==> src/rtl/cpm_pkg.sv <==
// Package: shared phase encoding for the charge rate pulse modulator.
// Assumes the sequencer drives exactly these codes; others count as idle.
package cpm_pkg;
    typedef enum logic [2:0] {
        PH_IDLE    = 3'd0,
        PH_FAST    = 3'd1,
        PH_TOPOFF  = 3'd2,
        PH_TRICKLE = 3'd3,
        PH_PENDING = 3'd4
    } phase_e;
endpackage

==> src/rtl/cpm_mode_decode.sv <==
// Module: cpm_mode_decode
// Picks what the gate does for the current phase: pass the regulation
// request through, run a timed pattern (with its on length and period),
// or stay low. Pure combinational logic; assumes on lengths are nonzero.
module cpm_mode_decode #(
    parameter int CNT_W        = 8,
    parameter int TOP_ON_TICKS = 4,
    parameter int TOP_PER      = 34,
    parameter int TRK_ON_TICKS = 2
) (
    input  logic [2:0]       phase_i,
    input  logic [1:0]       cfg_i,
    input  logic             topoff_en_i,
    output logic             pass_req_o,
    output logic             use_pattern_o,
    output logic [CNT_W-1:0] on_len_o,
    output logic [CNT_W-1:0] period_o
);
    import cpm_pkg::*;

    localparam logic [CNT_W-1:0] TOP_ON_C   = CNT_W'(TOP_ON_TICKS);
    localparam logic [CNT_W-1:0] TOP_PER_C  = CNT_W'(TOP_PER);
    localparam logic [CNT_W-1:0] TRK_ON_C   = CNT_W'(TRK_ON_TICKS);
    localparam logic [CNT_W-1:0] TRK_PER_32 = CNT_W'(TRK_ON_TICKS * 32);
    localparam logic [CNT_W-1:0] TRK_PER_64 = CNT_W'(TRK_ON_TICKS * 64);

    logic rate_cfg_on;
    assign rate_cfg_on = (cfg_i != 2'b00);

    // Map phase and configuration to gate source, on length and period.
    always_comb begin
        pass_req_o    = 1'b0;
        use_pattern_o = 1'b0;
        on_len_o      = TRK_ON_C;
        period_o      = topoff_en_i ? TRK_PER_64 : TRK_PER_32;
        case (phase_i)
            PH_FAST: pass_req_o = 1'b1;
            PH_TOPOFF: begin
                use_pattern_o = rate_cfg_on && topoff_en_i;
                on_len_o      = TOP_ON_C;
                period_o      = TOP_PER_C;
            end
            PH_TRICKLE, PH_PENDING: use_pattern_o = rate_cfg_on;
            default: ;
        endcase
    end
endmodule

==> src/rtl/cpm_interval_counter.sv <==
// Module: cpm_interval_counter
// Counts ticks inside one pattern period and reports the position that
// will be current after the next clock edge. A restart forces position 0.
// Assumes period >= 1; a count left beyond a shortened period wraps on
// the next tick.
module cpm_interval_counter #(
    parameter int CNT_W = 8
) (
    input  logic             clk,
    input  logic             rst_n,
    input  logic             tick_i,
    input  logic             restart_i,
    input  logic [CNT_W-1:0] period_i,
    output logic [CNT_W-1:0] pos_next_o
);
    logic [CNT_W-1:0] cnt_q;

    // Next position: restart, wrap at end of period, or advance on tick.
    always_comb begin
        if (restart_i)
            pos_next_o = '0;
        else if (tick_i)
            pos_next_o = (cnt_q >= period_i - 1'b1) ? '0 : cnt_q + 1'b1;
        else
            pos_next_o = cnt_q;
    end

    // Position register.
    always_ff @(posedge clk) begin
        if (!rst_n) cnt_q <= '0;
        else        cnt_q <= pos_next_o;
    end

    p_hold_without_tick_r11: assert property (@(posedge clk) disable iff (!rst_n)
        (!tick_i && !restart_i) |=> (cnt_q == $past(cnt_q)));

    p_restart_to_zero_r10: assert property (@(posedge clk) disable iff (!rst_n)
        restart_i |=> (cnt_q == '0));
endmodule

==> src/rtl/cpm_gate_modulator.sv <==
// Module: cpm_gate_modulator (top)
// Gate generator for one battery channel. Fast phase passes the
// regulation request through; top-off, trickle and pending run timed
// on/off patterns counted in ticks; idle and unused codes hold the gate
// low. Output is registered. Assumes tick_i is a one-clock strobe.
module cpm_gate_modulator #(
    parameter int TOP_ON_TICKS  = 400000,
    parameter int TOP_OFF_TICKS = 3000000,
    parameter int TRK_ON_TICKS  = 26
) (
    input  logic       clk,
    input  logic       rst_n,
    input  logic       tick_i,
    input  logic [2:0] phase_i,
    input  logic [1:0] cfg_i,
    input  logic       topoff_en_i,
    input  logic       reg_req_i,
    output logic       gate_en_o
);
    import cpm_pkg::*;

    localparam int TOP_PER  = TOP_ON_TICKS + TOP_OFF_TICKS;
    localparam int TRK_SLOW = TRK_ON_TICKS * 64;
    localparam int MAX_PER  = (TOP_PER > TRK_SLOW) ? TOP_PER : TRK_SLOW;
    localparam int CNT_W    = $clog2(MAX_PER + 1);

    logic [2:0]       phase_q;
    logic             restart;
    logic             pass_req;
    logic             use_pattern;
    logic [CNT_W-1:0] on_len;
    logic [CNT_W-1:0] period;
    logic [CNT_W-1:0] pos_next;
    logic             gate_d;

    // Remember the last phase so a change can be detected.
    always_ff @(posedge clk) begin
        if (!rst_n) phase_q <= PH_IDLE;
        else        phase_q <= phase_i;
    end

    assign restart = (phase_i != phase_q);

    cpm_mode_decode #(
        .CNT_W        (CNT_W),
        .TOP_ON_TICKS (TOP_ON_TICKS),
        .TOP_PER      (TOP_PER),
        .TRK_ON_TICKS (TRK_ON_TICKS)
    ) decode_i (
        .phase_i       (phase_i),
        .cfg_i         (cfg_i),
        .topoff_en_i   (topoff_en_i),
        .pass_req_o    (pass_req),
        .use_pattern_o (use_pattern),
        .on_len_o      (on_len),
        .period_o      (period)
    );

    cpm_interval_counter #(
        .CNT_W (CNT_W)
    ) counter_i (
        .clk        (clk),
        .rst_n      (rst_n),
        .tick_i     (tick_i),
        .restart_i  (restart),
        .period_i   (period),
        .pos_next_o (pos_next)
    );

    // Gate value for the coming cycle.
    always_comb begin
        if (pass_req)         gate_d = reg_req_i;
        else if (use_pattern) gate_d = (pos_next < on_len);
        else                  gate_d = 1'b0;
    end

    // Output register.
    always_ff @(posedge clk) begin
        if (!rst_n) gate_en_o <= 1'b0;
        else        gate_en_o <= gate_d;
    end

    p_idle_low_r2: assert property (@(posedge clk) disable iff (!rst_n)
        (phase_i == PH_IDLE || phase_i > PH_PENDING) |=> !gate_en_o);

    p_fast_follow_r3: assert property (@(posedge clk) disable iff (!rst_n)
        (phase_i == PH_FAST) |=> (gate_en_o == $past(reg_req_i)));

    p_topoff_disabled_r5: assert property (@(posedge clk) disable iff (!rst_n)
        (phase_i == PH_TOPOFF && (!topoff_en_i || cfg_i == 2'b00)) |=> !gate_en_o);

    p_trickle_disabled_r9: assert property (@(posedge clk) disable iff (!rst_n)
        ((phase_i == PH_TRICKLE || phase_i == PH_PENDING) && cfg_i == 2'b00)
        |=> !gate_en_o);

    p_restart_on_r10: assert property (@(posedge clk) disable iff (!rst_n)
        (restart && use_pattern) |=> gate_en_o);
endmodule

==> config.mk <==
export PLATFORM = sky130hd
export DESIGN_NAME = cpm_gate_modulator
export DESIGN_NICKNAME = d
export VERILOG_FILES = /design/src/rtl/cpm_pkg.sv /design/src/rtl/cpm_mode_decode.sv /design/src/rtl/cpm_interval_counter.sv /design/src/rtl/cpm_gate_modulator.sv
export SDC_FILE = /design/constraint.sdc
export NUM_CORES = 1
export LEC_CHECK = 0
export CAP_MARGIN = 10
export CORE_AREA = 10 10 72 74
export CTS_BUF_LIST = sky130_fd_sc_hd__clkbuf_8
export DETAILED_ROUTE_END_ITERATION = 12
export DIE_AREA = 0 0 82 84
export HOLD_SLACK_MARGIN = 0.03
export PLACE_DENSITY = 0.75
export SYNTH_ARGS = -nofsm -noshare
export SYNTH_HDL_FRONTEND = slang
export SYNTH_SLANG_ARGS = --single-unit
==> constraint.sdc <==
create_clock -name clk -period 10.78 [get_ports clk]
set_input_delay 2.156 -clock clk [delete_from_list [all_inputs] [get_ports clk]]
set_output_delay 2.156 -clock clk [all_outputs]
set_load 0.01 [all_outputs]
==> Word-level counts from Yosys, hierarchy flattened <==
Cells that the tools add are included.
{ "op_classes": {"magnitude_cmp": 2, "mux": 10, "eq_ne": 5, "addsub": 2, "reduce_logical": 3} }
{ "op_table": {"columns": ["operator", "count"], "rows": [
  ["$mux W22", 4],
  ["$add A22 B1 Y22 const B", 1],
  ["$ge A22 B22 Y1", 1],
  ["$lt A22 B22 Y1", 1],
  ["$sub A22 B1 Y22 const B", 1],
  ["$mux W19", 1],
  ["$mux W11", 1],
  ["$eq A3 B2 Y1 const B", 2],
  ["$eq A3 B1 Y1 const B", 1],
  ["$eq A3 B3 Y1 const B", 1],
  ["$mux W1", 3],
  ["$ne A3 B3 Y1", 1],
  ["$pmux W1 S2", 1],
  ["$reduce_bool A2 Y1", 1],
  ["$reduce_or A2 Y1", 1],
  ["$logic_and A1 B1 Y1", 1]
]} }
{ "totals": {"output_inout_bits": 1, "elab_cells": 25, "in_bits": 10, "regBits": 26} }

==> Logic depth before layout (Yosys ltp) <==
{ "logic_depth": {"depth_word": 10, "ltp_mapped": 20, "ltp_nobuf": 19} }

==> Modules after synthesis <==
From an unflattened synthesis, not the netlist that was laid out.
{ "hier_totals": {"hier_cells": 383, "hier_area_um2": 3144.3} }
{ "modules_own_cells": {"columns": ["mod", "seq_area_each_um2", "instances", "area_per_inst_um2", "cells_per_inst"], "rows": [
  ["cpm_interval_counter", 440.4, 1, 2098.3, 245],
  ["cpm_gate_modulator", 80.1, 1, 688.2, 87],
  ["cpm_mode_decode", 0.0, 1, 357.8, 51]
]} }

==> Worst setup path after synthesis <==
Ideal clock, no wire load.
{ "synth_path": {"path_kind": "in2reg", "start": "input phase_i[2]", "end": "register gate_en_o", "setup_time_ps": 59, "t_required_ps": 10721, "t_arrival_ps": 5342, "slack_ps": 5379, "path_stages": 18, "n_path_buf": 1, "cell_sequence": "nor2_1 -> nand2_1 -> nand2_1 -> inv_1 -> ha_1 -> nand3_1 -> or4b_1 -> o21ai_1 -> a21o_2 -> buf_4 -> nor2_1 -> ha_1 -> a21o_1 -> a21o_1 -> a31o_1 -> o31a_1 -> o21ai_1 -> a22o_1"} }
{ "synth_via": {"elab_chain_cells": 10, "word_cells_on_any_way": 18, "classes_between": "add/sub: 1; order compare: 2; eq/ne: 5; mux: 9; reduce/logical: 1"} }
{ "synth_rtl": {"columns": ["item", "line", "rtl"], "rows": [
  ["from (decl)", "cpm_gate_modulator.sv:14", "input logic [2:0] phase_i,"],
  ["$eq A3 B2 Y1", "cpm_mode_decode.sv:36", "case (phase_i)"],
  ["$mux W22", "cpm_mode_decode.sv:36", null],
  ["$sub A22 B1 Y22", "cpm_interval_counter.sv:23", "pos_next_o = (cnt_q >= period_i - 1'b1) ? '0 : cnt_q + 1'b1;"],
  ["$ge A22 B22 Y1", "cpm_interval_counter.sv:23", null],
  ["$mux W22", "cpm_interval_counter.sv:23", null],
  ["$mux W22", "cpm_interval_counter.sv:22", "else if (tick_i)"],
  ["$mux W22 *", "cpm_interval_counter.sv:20", "if (restart_i)"],
  ["via counter_i.pos_next_o[3]", "cpm_interval_counter.sv:14", "output logic [CNT_W-1:0] pos_next_o"],
  ["$lt A22 B22 Y1 *", "cpm_gate_modulator.sv:73", "else if (use_pattern) gate_d = (pos_next < on_len);"],
  ["$mux W1 *", "cpm_gate_modulator.sv:73", null],
  ["$mux W1 *", "cpm_gate_modulator.sv:72", "if (pass_req) gate_d = reg_req_i;"],
  ["to (signal assigned)", "cpm_gate_modulator.sv:80", "else gate_en_o <= gate_d;"],
  ["to (decl)", "cpm_gate_modulator.sv:18", "output logic gate_en_o"]
]} }
The timed path passes the listed nets; every way through them passes the cells marked *.
A chain may end at the register's enable or synchronous reset.

==> Worst setup path in the final report <==
Ends and elaborated chain as after synthesis.

==> impl_metrics.yaml <==
status:
  status: "completed"
floorplanning:
  pin_count: 11
  initial_core_util: 0.497
  die_y_um: 84
  dieWidth_um: 82
  dieArea_um2: 6890
  rows: 23
  core_area_um2: 3860
global_route:
  top_usage_layer: "met2"
  grt_pass1_wl_um: 6880
  overflow: 0
  antenna_found_initial: 0
  grt_usage: 0.121
  grt_max_degree: 17
  use_met2: 0.202
  use_met1: 0.151
  met3_usage: 0.0162
  grt_pass1_vias: 1532
timing:
  rsz0062_at_grt: "false"
  max_freq_mhz: 164
  tns_ns: 0
  hold_viol_final: 0
  slew_viol_final: 0
  skew_ns: 0.00327
  setup_viol: 0
  relSlewSlack: 0.617
  period_share: 0.566
  worstMarginPinSlew_ns: 0.573
  fin_ws_ns: 4.68
  whs_ns: 0.549
  min_period_ns: 6.10
critical_path:
  r2r_setup_slack_ns: 7.48
  crit_path_max_fanout: 16
  crit_required_ns: 11.00
  crit_path_end_kind: "register"
  r2r_cells: 14
  path_class: "in2reg"
  r2r_start: "counter_i.cnt_q[13]"
  startpoint_type: "input pin"
  cp_data_arrival_time_ns: 6.33
  r2r-end: "gate_en_o"
placement:
  placed_area_um2: 2030
  dp.cells: 287
  dp_hpwl_um: 3210
  place_congestion: 0.860
  dpl_worst_slack_ns: 4.42
  port_buffers: 10
yosys:
  yosysSeqAreaShare: 0.272
  synthFlopType: "dfxtp_1"
  synth_edf_count: 0
  synth-compound-area-share: 0.129
  synth_cell_types: 46
  synthXorXnorAreaFrac: 0.123
  yosys.area_share.simple: 0.287
  synth_seq_cells: 26
  synth_top_family_by_area: "simple AND/OR/NAND/NOR gates"
  netlist_area_um2: 1920
  muxShareOfSynthArea: 0.00523
  syn_area_per_cell_um2: 8.19
  synthAdderAreaFrac: 0.144
  synthArstFlopShare: 0
  netlist_instances: 234
  ys_warn_count: 0
clocking:
  cts_tree: "built"
  postCtsSetupBuffers: 0
  path_clk_slew_ns: 0.09
  htree_levels: 1
  clock_latency_ns: 0.27
  cts_hold_buffers: 0
  clock_path_buffers: 2
  cts_buffers: 3
  root_buffer: "clkbuf_8"
  cts_resized: 0
  cts_sinks: 26
final_layout:
  layout_common_cells: "nor2_1 (40), dfxtp_1 (26), ha_1 (22)"
  diodes: 0
  nets: 274
  layout.cells.non_filler: 290
  postLayoutCellArea_um2: 2070
  syn_to_final_growth_pct: 7.97
  final_common_cell: "nor2_1"
  drive_above_1_share: 0.0500
hold_path:
  hp-start: "counter_i.cnt_q[0]"
  hold_depth: 2
  min_to: "counter_i.cnt_q[0]"
  hold_class: "reg2reg"
run:
  cap_violations: 0
routing:
  vias_per_cell: 5.53
  wl_per_cell_um: 14.0
  wl_um: 4060
  num_vias: 1603
  drtIter0Drc: 92
  drc_errors: 0
  drtAntennaViolNets: 0
  drtPass1Iterations: 4
pwr:
  cellLeakagePower_nw: 0.846
  vdd_drop_max_v: 0.0000480
  p_per_area_nw_per_um2: 82.5
## worst max path at each step
| stage | from | to | slack [ns] |
|---|---|---|---|
| 6_report | phase_i[2] | gate_en_o | 4.68 |
| 3_3_place_gp | phase_i[2] | gate_en_o | 4.57 |
| 3_5_place_dp | phase_i[2] | gate_en_o | 4.42 |
| 2_1_floorplan | phase_i[2] | gate_en_o | 5.38 |
| 4_1_cts | phase_i[2] | gate_en_o | 4.70 |
| 5_1_grt | phase_i[2] | gate_en_o | 4.39 |
## area by class of cell
class	instances	area (um^2)
Fill cell	372	1790
Inverter	5	18.8
Tap cell	50	62.6
Clock buffer	3	41.3
Multi-Input combinational cell	196	1330
Sequential cell	26	520
Timing Repair Buffer	10	100
## per-layer routing
metal  share of wire  vias up
li1                -      836
met1            0.47      737
met2            0.49       22
met3           0.029        8
met4           0.017        0
met5               0        -
## stage by stage
step,power [mW],util
detailed placement,0.118,0.526
finish,0.171,0.536
global placement,0.118,0.526
CTS,0.173,0.536
global route,0.179,0.536
floorplan,0.111,-
## sequential cells by signal (all words and copies together) (netlist names)
signal and flops:
gate_en_o 1, phase_q 3, counter_i.cnt_q 22
## cell usage after synthesis (2+ instances only)
cell type | number | share of area
o21ai_1 | 2 | 0.0052
and3_1 | 11 | 0.036
o2111ai_1 | 2 | 0.0091
dfxtp_1 | 26 | 0.27
a31oi_1 | 2 | 0.0065
buf_4 | 4 | 0.016
o21ai_0 | 8 | 0.021
a211oi_1 | 3 | 0.012
nand4_1 | 6 | 0.020
a21o_1 | 2 | 0.0078
nor4_1 | 2 | 0.0065
xnor2_1 | 15 | 0.069
nor3_1 | 3 | 0.0078
nor2_2 | 2 | 0.0065
nor2_1 | 40 | 0.078
nand2_1 | 20 | 0.039
a21oi_1 | 4 | 0.010
nor2b_1 | 2 | 0.0065
ha_1 | 22 | 0.14
xor2_1 | 12 | 0.055
and2_1 | 10 | 0.033
nand3_1 | 8 | 0.021
inv_1 | 5 | 0.0098
## report_power, final
group | switching (mW) | internal [mW] | total (mW)
combinational | 0.0103 | 0.00834 | 0.0186
clock | 0.0296 | 0.0251 | 0.0546
sequential | 0.000443 | 0.0969 | 0.0973
total | 0.0403 | 0.130 | 0.171
## critical path, cell delays in order
cell and delay [ns]:
clkdlybuf4s50_1 0.56, nor2_1 0.07, nand2_1 0.43, nand2_1 0.21, ha_1 0.33, nand4_1 0.12
or4b_1 0.51, o21ai_1 0.13, a21o_2 0.30, nor2_1 0.11, ha_1 0.32, a21o_1 0.16
a21o_1 0.19, nand3_1 0.08, o31ai_1 0.07, o31a_1 0.31, o21ai_1 0.13, a22o_1 0.14
## kinds of logic (layout without fill, tap and decap cells)
logic type      Yosys count  after routing
xor+xnor                 27             27
mux                       1              1
flops                    26             26
fa+ha+maj                22             22
simple gates            109            109
compound gates           35             35
buf+inv                  13             18
other cells               1              2
No activity file was read; power rests on OpenSTA's default activity.
